==> config.mk <==
export PLATFORM = sky130hd
export DESIGN_NAME = mdio_master
export DESIGN_NICKNAME = d
export VERILOG_FILES = /design/src/rtl/mdio_pkg.sv /design/src/rtl/mdio_tick.sv /design/src/rtl/mdio_seq.sv /design/src/rtl/mdio_rxcap.sv /design/src/rtl/mdio_master.sv
export SDC_FILE = /design/constraint.sdc
export NUM_CORES = 1
export LEC_CHECK = 0
export ABC_AREA = 0
export BUFFER_PORTS_ARGS = -buffer_cell sky130_fd_sc_hd__clkbuf_2
export CAP_MARGIN = 20
export CORE_UTILIZATION = 42
export DETAILED_ROUTE_END_ITERATION = 8
export PLACE_DENSITY_LB_ADDON = 0.3
export SETUP_SLACK_MARGIN = 0.4
export SLEW_MARGIN = 20
export SYNTH_ARGS = -nofsm -noshare
export SYNTH_HDL_FRONTEND = slang
export SYNTH_SLANG_ARGS = --single-unit
==> constraint.sdc <==
create_clock -name clk -period 4.55 [get_ports clk]
set_input_delay 0.91 -clock clk [delete_from_list [all_inputs] [get_ports clk]]
set_output_delay 0.91 -clock clk [all_outputs]
set_load 0.03 [all_outputs]
==> src/rtl/mdio_pkg.sv <==
`timescale 1ns/1ps
package mdio_pkg;
  localparam int PRE_BITS   = 33;
  localparam int RD_CMD     = 14;
  localparam int RD_RX      = 19;
  localparam int WR_FRAME   = 32;
  localparam int WR_TAIL    = 2;
  localparam int RD_TOTAL   = PRE_BITS + RD_CMD + RD_RX;
  localparam int WR_TOTAL   = PRE_BITS + WR_FRAME + WR_TAIL;
  localparam int IDX_W      = $clog2(WR_TOTAL + 1);

  typedef struct packed {
    logic oe;
    logic d;
  } drv_t;

  // Drive state of MDIO for bit slot idx of a frame.
  function automatic drv_t frame_bit(input logic wr, input logic [4:0] phy,
                                     input logic [4:0] ra, input logic [15:0] wd,
                                     input int idx);
    logic [31:0] wf;
    logic [13:0] rf;
    drv_t r;
    wf = {2'b01, 2'b01, phy, ra, 2'b10, wd};
    rf = {2'b01, 2'b10, phy, ra};
    r.oe = 1'b1;
    r.d  = 1'b1;
    if (idx >= PRE_BITS) begin
      if (wr) begin
        if (idx < PRE_BITS + WR_FRAME) begin
          wf = wf << (idx - PRE_BITS);
          r.d = wf[31];
        end else begin
          r.oe = 1'b0;
        end
      end else begin
        if (idx < PRE_BITS + RD_CMD) begin
          rf = rf << (idx - PRE_BITS);
          r.d = rf[13];
        end else begin
          r.oe = 1'b0;
        end
      end
    end
    return r;
  endfunction

  function automatic logic is_rx_slot(input logic wr, input int idx);
    return !wr && (idx >= PRE_BITS + RD_CMD);
  endfunction
endpackage

==> src/rtl/mdio_tick.sv <==
`timescale 1ns/1ps
module mdio_tick #(
  parameter int HALF_CYC = 40
) (
  input  logic clk,
  input  logic rst_n,
  input  logic run,
  output logic half_end
);
  localparam int CW = (HALF_CYC > 1) ? $clog2(HALF_CYC) : 1;
  localparam logic [CW-1:0] LAST = CW'(HALF_CYC - 1);

  logic [CW-1:0] cnt;

  assign half_end = run && (cnt == LAST);

  always_ff @(posedge clk or negedge rst_n) begin
    if (!rst_n)        cnt <= '0;
    else if (!run)     cnt <= '0;
    else if (half_end) cnt <= '0;
    else               cnt <= cnt + 1'b1;
  end
endmodule

==> src/rtl/mdio_seq.sv <==
`timescale 1ns/1ps
module mdio_seq
  import mdio_pkg::*;
(
  input  logic        clk,
  input  logic        rst_n,
  input  logic        acc,
  input  logic        wr_in,
  input  logic [4:0]  phy_in,
  input  logic [4:0]  ra_in,
  input  logic [15:0] wd_in,
  input  logic        half_end,
  output logic        busy,
  output logic        mdc,
  output logic        mdio_o,
  output logic        mdio_oe,
  output logic        sample_en,
  output logic        ending_rd,
  output logic        fin
);
  logic [IDX_W-1:0] idx;
  logic             l_wr;
  logic [4:0]       l_phy, l_ra;
  logic [15:0]      l_wd;
  logic             ending;
  int               last_idx;
  drv_t             nxt;

  always_comb begin
    last_idx  = l_wr ? WR_TOTAL - 1 : RD_TOTAL - 1;
    ending    = busy && half_end && mdc && (int'(idx) == last_idx);
    ending_rd = ending && !l_wr;
    sample_en = busy && half_end && !mdc && is_rx_slot(l_wr, int'(idx));
    nxt       = frame_bit(l_wr, l_phy, l_ra, l_wd, int'(idx) + 1);
  end

  always_ff @(posedge clk or negedge rst_n) begin
    if (!rst_n) begin
      busy    <= 1'b0;
      mdc     <= 1'b0;
      mdio_o  <= 1'b1;
      mdio_oe <= 1'b0;
      fin     <= 1'b0;
      idx     <= '0;
      l_wr    <= 1'b0;
      l_phy   <= '0;
      l_ra    <= '0;
      l_wd    <= '0;
    end else begin
      fin <= 1'b0;
      if (acc) begin
        busy  <= 1'b1;
        mdc   <= 1'b0;
        idx   <= '0;
        l_wr  <= wr_in;
        l_phy <= phy_in;
        l_ra  <= ra_in;
        l_wd  <= wd_in;
        {mdio_oe, mdio_o} <= frame_bit(wr_in, phy_in, ra_in, wd_in, 0);
      end else if (busy && half_end) begin
        if (!mdc) begin
          mdc <= 1'b1;
        end else begin
          mdc <= 1'b0;
          if (ending) begin
            busy    <= 1'b0;
            mdio_oe <= 1'b0;
            mdio_o  <= 1'b1;
            fin     <= 1'b1;
          end else begin
            idx <= idx + 1'b1;
            {mdio_oe, mdio_o} <= nxt;
          end
        end
      end
    end
  end

  assert_idle_quiet_R10: assert property (@(posedge clk) disable iff (!rst_n)
    !busy |-> (!mdc && !mdio_oe));
  assert_hold_in_high_R9: assert property (@(posedge clk) disable iff (!rst_n)
    (busy && mdc) |-> $stable({mdio_oe, mdio_o}));
  assert_sample_released_R5: assert property (@(posedge clk) disable iff (!rst_n)
    sample_en |-> !mdio_oe);
  assert_done_single_R10: assert property (@(posedge clk) disable iff (!rst_n)
    fin |=> !fin);
endmodule

==> src/rtl/mdio_rxcap.sv <==
`timescale 1ns/1ps
module mdio_rxcap
  import mdio_pkg::*;
(
  input  logic        clk,
  input  logic        rst_n,
  input  logic        sample_en,
  input  logic        mdio_i,
  input  logic        load_cap,
  input  logic        load_ones,
  output logic [15:0] rdata
);
  logic [RD_RX-1:0] samp;

  always_ff @(posedge clk or negedge rst_n) begin
    if (!rst_n) begin
      samp  <= '0;
      rdata <= '0;
    end else begin
      if (sample_en) samp <= {samp[RD_RX-2:0], mdio_i};
      if (load_ones)     rdata <= 16'hFFFF;
      else if (load_cap) rdata <= samp[16:1];
    end
  end

  assert_single_source_R8: assert property (@(posedge clk) disable iff (!rst_n)
    !(load_cap && load_ones));
endmodule

==> src/rtl/mdio_master.sv <==
`timescale 1ns/1ps
module mdio_master #(
  parameter int HALF_CYC = 40,
  parameter int REG_AW   = 6
) (
  input  logic              clk,
  input  logic              rst_n,
  input  logic              req_valid,
  output logic              req_ready,
  input  logic              req_write,
  input  logic [4:0]        req_phy,
  input  logic [REG_AW-1:0] req_reg,
  input  logic [15:0]       req_wdata,
  output logic              rsp_done,
  output logic [15:0]       rsp_rdata,
  output logic              busy,
  output logic              mdc,
  output logic              mdio_o,
  output logic              mdio_oe,
  input  logic              mdio_i
);
  logic oor, take, acc, rej, rej_q;
  logic half_end, sample_en, ending_rd, fin;

  generate
    if (REG_AW > 5) begin : g_wide
      assign oor = |req_reg[REG_AW-1:5];
    end else begin : g_narrow
      assign oor = 1'b0;
    end
  endgenerate

  assign req_ready = !busy;
  assign take      = req_valid && req_ready;
  assign acc       = take && !oor;
  assign rej       = take && oor;
  assign rsp_done  = fin || rej_q;

  always_ff @(posedge clk or negedge rst_n) begin
    if (!rst_n) rej_q <= 1'b0;
    else        rej_q <= rej;
  end

  mdio_tick #(.HALF_CYC(HALF_CYC)) u_tick (
    .clk(clk), .rst_n(rst_n), .run(busy), .half_end(half_end)
  );

  mdio_seq u_seq (
    .clk(clk), .rst_n(rst_n), .acc(acc), .wr_in(req_write),
    .phy_in(req_phy), .ra_in(req_reg[4:0]), .wd_in(req_wdata),
    .half_end(half_end), .busy(busy), .mdc(mdc), .mdio_o(mdio_o),
    .mdio_oe(mdio_oe), .sample_en(sample_en), .ending_rd(ending_rd), .fin(fin)
  );

  mdio_rxcap u_rx (
    .clk(clk), .rst_n(rst_n), .sample_en(sample_en), .mdio_i(mdio_i),
    .load_cap(ending_rd), .load_ones(rej && !req_write), .rdata(rsp_rdata)
  );

  assert_accept_starts_R1: assert property (@(posedge clk) disable iff (!rst_n)
    acc |=> (busy && !req_ready));
  assert_reject_silent_R8: assert property (@(posedge clk) disable iff (!rst_n)
    rej |=> (rsp_done && !busy && !mdc && !mdio_oe));
endmodule

After elaboration in Yosys (flattened, before gate mapping)
Index checks and enable logic that the tools add are counted.

storage, ports and cells
  register bits after elaboration = 79

operators by class
  multiplexer cells = 34
  reduce and logical (&&, ||, !) cells = 25
  $lt $le $gt $ge = 4
  equal/unequal tests = 3
  shift operators = 2
  add/subtract/negate cells = 4

operator list
  cell                                                                number
  == test 8 x 32 -> 1 bit                                             1
  greater-or-equal comparator 32 x 7 -> 1 bit, second input constant  1
  less-than comparator 32 x 7 -> 1 bit, second input constant         1
  less-than comparator 32 x 8 -> 1 bit, second input constant         1
  2-to-1 mux 16 bit                                                   2
  left shift 13 x 32 -> 14 bit                                        1
  left shift 31 x 32 -> 32 bit                                        1
  subtractor 32 x 7 -> 32 bit, second input constant                  1
  2-to-1 mux 7 bit                                                    4
  2-to-1 mux 1 bit                                                    23
  logical AND 1 bit                                                   12
  2-to-1 mux 6 bit                                                    2
  adder 7 x 1 -> 8 bit, second input constant                         1
  nonzero test 2 bit                                                  4
  adder 7 x 1 -> 7 bit, second input constant                         1
  greater-or-equal comparator 7 x 6 -> 1 bit, second input constant   1
  adder 6 x 1 -> 6 bit, second input constant                         1
  == test 6 bit, second input constant                                1
  2-to-1 mux 2 bit                                                    3
  AND reduction 3 bit                                                 2
  logical NOT 1 bit                                                   5
  inequality test 2 bit, second input constant                        1
  AND reduction 2 bit                                                 1
  logical OR 1 bit                                                    1

Longest topological paths before layout
  word-level depth = 10
  mapped depth = 16
  gate-level depth less buffers = 14

Modules after synthesis
From an unflattened synthesis, not the netlist that was laid out.

unflattened totals
  cells, all modules = 360
  area, all modules = 4065.1 um2

modules (own cells, without submodules)
  module       cells an instance  area each (um2)  instances
  mdio_seq     241                2409.8           1
  mdio_rxcap   89                 1318.8           1
  mdio_tick    24                 271.5            1
  mdio_master  6                  65.1             1

Worst setup path before layout
No wires, ideal clock.

  path type = register to register
  from = reg u_seq.idx[1]
  to = reg u_seq.mdio_o
  buffers on the path = 3
  stages on the path, launching flop included = 17
  data required time = 4.486 ns
  slack = 1.811 ns
  period minus slack after synthesis = 2.739 ns
  library setup time = 0.064 ns
  arrival = 2.675 ns
  path through = dfrtp_1 -> buf_2 -> inv_1 -> ha_1 -> buf_4 -> buf_1 -> a21oi_1 -> inv_1 -> a21oi_1 -> ha_1 -> inv_1 -> ha_1 -> xnor2_1 -> a41oi_1 -> nand3b_1 -> nand2_1 -> nand3_1

on the way
  longest elaborated chain between the ends = 10
  elaborated cells between the ends (all ways) = 17
  those cells by class = add/sub (2); order compare (3); eq/ne (1); shift (2); mux (8); reduce/logical (1)

ends and longest elaborated chain
  element                                                                       RTL line                        source
  start: declaration                                                            mdio_seq.sv:21                  logic [IDX_W-1:0] idx;
  start signal: assignment                                                      mdio_seq.sv:71                  idx <= idx + 1'b1;
  adder 7 x 1 -> 8 bit                                                          mdio_seq.sv:34                  nxt = frame_bit(l_wr, l_phy, l_ra, l_wd, int'(idx) + 1);
  subtractor 32 x 7 -> 32 bit                                                   mdio_pkg.sv:31, mdio_pkg.sv:38
  left shift 31 x 32 -> 32 bit or left shift 13 x 32 -> 14 bit (tied branches)  mdio_pkg.sv:31, mdio_pkg.sv:38
  2-to-1 mux 1 bit, on equally long branches                                    mdio_pkg.sv:30, mdio_pkg.sv:37
  2-to-1 mux 2 bit                                                              mdio_pkg.sv:29                  if (wr) begin
  2-to-1 mux 2 bit                                                              mdio_pkg.sv:28                  if (idx >= PRE_BITS) begin
  2-to-1 mux 1 bit (*)                                                          mdio_seq.sv:65                  if (ending) begin
  2-to-1 mux 1 bit (*)                                                          mdio_seq.sv:61                  if (!mdc) begin
  2-to-1 mux 1 bit (*)                                                          mdio_seq.sv:60                  end else if (busy && half_end) begin
  2-to-1 mux 1 bit (*)                                                          mdio_seq.sv:51                  if (acc) begin
  end signal: assignment                                                        mdio_seq.sv:59                  {mdio_oe, mdio_o} <= frame_bit(wr_in, phy_in, ra_in, wd_in, 0);
  end signal: assignment                                                        mdio_seq.sv:72                  {mdio_oe, mdio_o} <= nxt;
  end: declaration                                                              mdio_seq.sv:15                  output logic mdio_o,

Every way passes the cells marked *; elsewhere a longest branch is shown, timed or not. The select of a mux whose other input is x is not followed.
A chain may end at the register's enable or synchronous reset.

Final worst setup path
  from = reg u_seq.idx[0]
  to = reg u_seq.mdio_o

Same word-level chain as after synthesis.

==> impl_metrics.csv <==
group,metric,value,unit
sta,rsz0062_at_grt,"false",
worst_setup_path,r2r-end,"u_seq.mdio_o",
worst_setup_path,crit_path_cell_trace,"ha_1 > and2_1 > nand3_1 > a21oi_1 > inv_1 > a21oi_1 > ha_1 > inv_1 > ha_1 > xnor2_1 > a41oi_1 > nand3b_1 > nand2_1 > nand3_1",
logic_synthesis,synth_top_family_by_area,"simple AND/OR/NAND/NOR gates",
floorplan,start_util,0.433,
run_status,outcome,"finished clean",
logic_synthesis,ys_types,60,
worst_setup_path,start_kind,"flop",
worst_setup_path,crit_path_end,"u_seq.mdio_o",
logic_synthesis,syn_inst,368,
clock_network,cts_setup_buffers,0,
drt,drtIter0Drc,231,
layout,final_nets,448,
clock_network,clock_path_buffers,2,
logic_synthesis,synth_nets,406,
worst_setup_path,rrSetupSlack,1.13,ns
global_routing,grt_pass1_wl,14000,um
clock_network,hold_buffers,0,
placed_design,hpwl,5710,um
worst_setup_path,max_stage_delay,0.77,ns
floorplan,die-height,99.4,um
placed_design,gp_congestion,0.855,
logic_synthesis,synth_edf_count,0,
placed_design,place_inst,509,
worst_setup_path,crit_fanout,20,
logic_synthesis,synth-xor-area-share,0.0176,
logic_synthesis,synth_compound_area_frac,0.0883,
worst_setup_path,path_depth,14,
logic_synthesis,ys_dominant_reg_cell,"dfrtp_1",
power_and_ir_drop,peakVddDrop,0.238,mV
worst_setup_path,criticalPathCategory,"flop to flop",
worst_setup_path,crit_buf_inv,2,
sta,timing.fmax,293,MHz
clock_network,cts_resized,0,
logic_synthesis,muxShareOfSynthArea,0.166,
drt,vias,2927,
layout,area_growth,12.9,%
layout,diodes,0,
logic_synthesis,synth_area_per_cell,10.8,um2
worst_setup_path,startpoint,"u_seq.idx[0]",
power_and_ir_drop,powerDensity,402,nW/um2
logic_synthesis,yosys_warnings,0,
placed_design,io_buffers,53,
drt,first_pass_iters,4,
sta,setup_viol,0,
clock_network,path_clk_slew,0.08,ns
min_path,min_path_type,"flop to flop",
layout,n_fill_cell,864,
floorplan,die_x,99.4,um
floorplan,io_pins,54,
worst_setup_path,cp.required,4.83,ns
drt,final_antenna_net_count,0,
global_routing,grt_pass1_vias,2847,
sta,max_slew_margin,0.380,
worst_setup_path,cp-end-kind,"flop",
worst_setup_path,critical_path.top_delay_family,"adder cells",
floorplan,coreArea,9200,um2
worst_setup_path,rr_startpoint,"u_seq.idx[0]",
logic_synthesis,synth_simple_gate_area_frac,0.173,
layout,fin_cells,524,
clock_network,clock-sinks,79,
clock_network,cts_tree,"done",
floorplan,dieArea,9880,um2
sta,tns,0,ns
clock_network,root_buffer,"clkbuf_8",
worst_setup_path,cpMostUsedCell,"ha_1",
worst_setup_path,cp_slowest_cell,"dfrtp_1",
logic_synthesis,synthAdderAreaFrac,0.0214,
logic_synthesis,synth_area,3980,um2
drt,routed_via_density,5.59,
layout,final_util,0.489,
drt,wire_per_inst,15.6,um
sta,finalWorstPathRequiredPeriod,3.42,ns
worst_setup_path,r2r_cells,14,
layout,drive_gt1_frac,0.291,
placed_design,pre_cts_slack,1.20,ns
power_and_ir_drop,p_leak,0.00200,uW
logic_synthesis,seq_area_frac_synth,0.497,
clock_network,insertion_delay,0.34,ns
global_routing,antenna_found_initial,0,
sta,fin_hold_ws,0.466,ns
drt,drc_errors,0,
sta,drv_slew,0,
drt,drt_wl_total,8170,um
floorplan,row_count,35,
worst_setup_path,arrival,3.70,ns
clock_network,cts_made_buffers,9,
logic_synthesis,ys_seq_elements,79,
global_routing,grtUsageTotal,0.179,
sta,post-route-period-util,0.751,
sta,timing.final.ws_setup,1.13,ns
logic_synthesis,synth-async-reset-ratio,1.00,
clock_network,cts_htree_levels,3,
sta,worstMarginPinSlew,0.925,ns
global_routing,grt_max_degree,80,
global_routing,grt_overflow,0,
sta,finalHoldViolCount,0,
flow_run,maxCapViolations,0,
sta,fin_worst_skew,0.00981,ns
-- synth_stat cells, types with 2 or more instances --
cell	n	area, um2
dfrtp_1	78	1950
o21ai_0	8	40.0
nor2_1	18	67.6
buf_6	2	22.5
mux2_2	35	394
o41ai_1	2	17.5
a21oi_1	15	75.1
o21ai_1	3	15.0
and2_1	4	25.0
or2_2	2	12.5
a221oi_1	3	26.3
nand3_1	28	140
and3_1	4	25.0
xor2_1	2	17.5
nand2b_1	2	12.5
nand2_1	52	195
nor2b_1	4	25.0
buf_2	6	30.0
clkbuf_1	12	45.0
mux2i_1	2	20.0
buf_1	3	11.3
o21a_1	2	15.0
a22o_1	3	26.3
mux4_2	6	135
xnor2_1	6	52.6
inv_1	7	26.3
mux2_1	10	113
or4_1	2	15.0
o31ai_1	3	22.5
nor3_1	5	25.0
ha_1	6	75.1
or3_1	5	31.3
-- sequential cells by signal, indices dropped and copies added (netlist names) --
| register | flops |
|---|---|
| rej_q | 1 |
| u_rx.rdata | 16 |
| u_rx.samp | 17 |
| u_seq.busy | 1 |
| u_seq.fin | 1 |
| u_seq.idx | 7 |
| u_seq.l_phy | 5 |
| u_seq.l_ra | 5 |
| u_seq.l_wd | 16 |
| u_seq.l_wr | 1 |
| u_seq.mdc | 1 |
| u_seq.mdio_o | 1 |
| u_seq.mdio_oe | 1 |
| u_tick.cnt | 6 |
-- power by group --
part           leakage (uW)  total (uW)  switching [uW]  internal, uW
logic              0.000965         318             129           189
clock network     0.0000948         526             260           266
registers          0.000942         965             114           851
total               0.00200        1810             503          1310
-- per-stage QoR --
stage | cell area [um2] | total power (uW)
2_1_floorplan | 3980 | 1190
3_3_place_gp | 4290 | 1280
3_5_place_dp | 4290 | 1300
4_1_cts | 4480 | 1830
5_1_grt | 4500 | 1910
6_report | 4500 | 1810
-- cells in the final DEF (no fill, tap or decap), types with 2 or more instances in the layout --
master	synthesis	final
a21oi_1	15	15
a221oi_1	3	3
a22o_1	3	3
and2_1	4	4
and3_1	4	4
clkbuf_2	0	52
clkbuf_8	0	11
dfrtp_1	78	78
ha_1	6	6
inv_1	7	7
mux2_1	10	10
mux2_2	35	35
mux2i_1	2	2
mux4_2	6	6
nand2_1	52	52
nand2b_1	2	2
nand3_1	28	28
nor2_1	18	18
nor2b_1	4	4
nor3_1	5	5
o21a_1	2	2
o21ai_0	8	8
o21ai_1	3	3
o31ai_1	3	3
o41ai_1	2	2
or2_2	2	2
or3_1	5	5
or4_1	2	2
xnor2_1	6	6
xor2_1	2	2
-- kinds of logic (layout without fill, tap and decap cells) --
family | Yosys count | count (layout)
compound gates | 52 | 52
xor+xnor | 8 | 8
fa+ha+maj | 7 | 7
buf+inv | 32 | 77
flops | 79 | 79
mux | 53 | 53
simple gates | 137 | 137
-- layout make-up --
cell class / instances / area [um2] / share of cell area
Tap cell: 111 / 139 / 0.0309
Clock buffer: 10 / 138 / 0.0306
Clock inverter: 4 / 55.1 / 0.0122
Timing Repair Buffer: 55 / 293 / 0.0651
Sequential cell: 79 / 1980 / 0.440
Inverter: 8 / 30.0 / 0.00668
Multi-Input combinational cell: 257 / 1860 / 0.415
-- routing by layer --
layer | vias up | GRT usage | wire (um)
li1 | 1392 | - | -
met1 | 1441 | 0.256 | 3750
met2 | 83 | 0.278 | 3870
met3 | 11 | 0.0429 | 457
met4 | 0 | 0.0373 | 92
met5 | - | 0 | 0
-- how the worst min path moves through the flow --
stage / start / end / slack (ns) / depth (start not counted)
global route: u_tick.cnt[0] / u_tick.cnt[0] / 0.51 / 1
finish: u_tick.cnt[0] / u_tick.cnt[0] / 0.47 / 1
global placement: u_tick.cnt[0] / u_tick.cnt[0] / 0.45 / 1
floorplan: u_tick.cnt[0] / u_tick.cnt[0] / 0.43 / 1
CTS: u_tick.cnt[0] / u_tick.cnt[0] / 0.47 / 1
detailed placement: u_tick.cnt[0] / u_tick.cnt[0] / 0.46 / 1
Note: power is estimated with default switching activity, not from simulation.
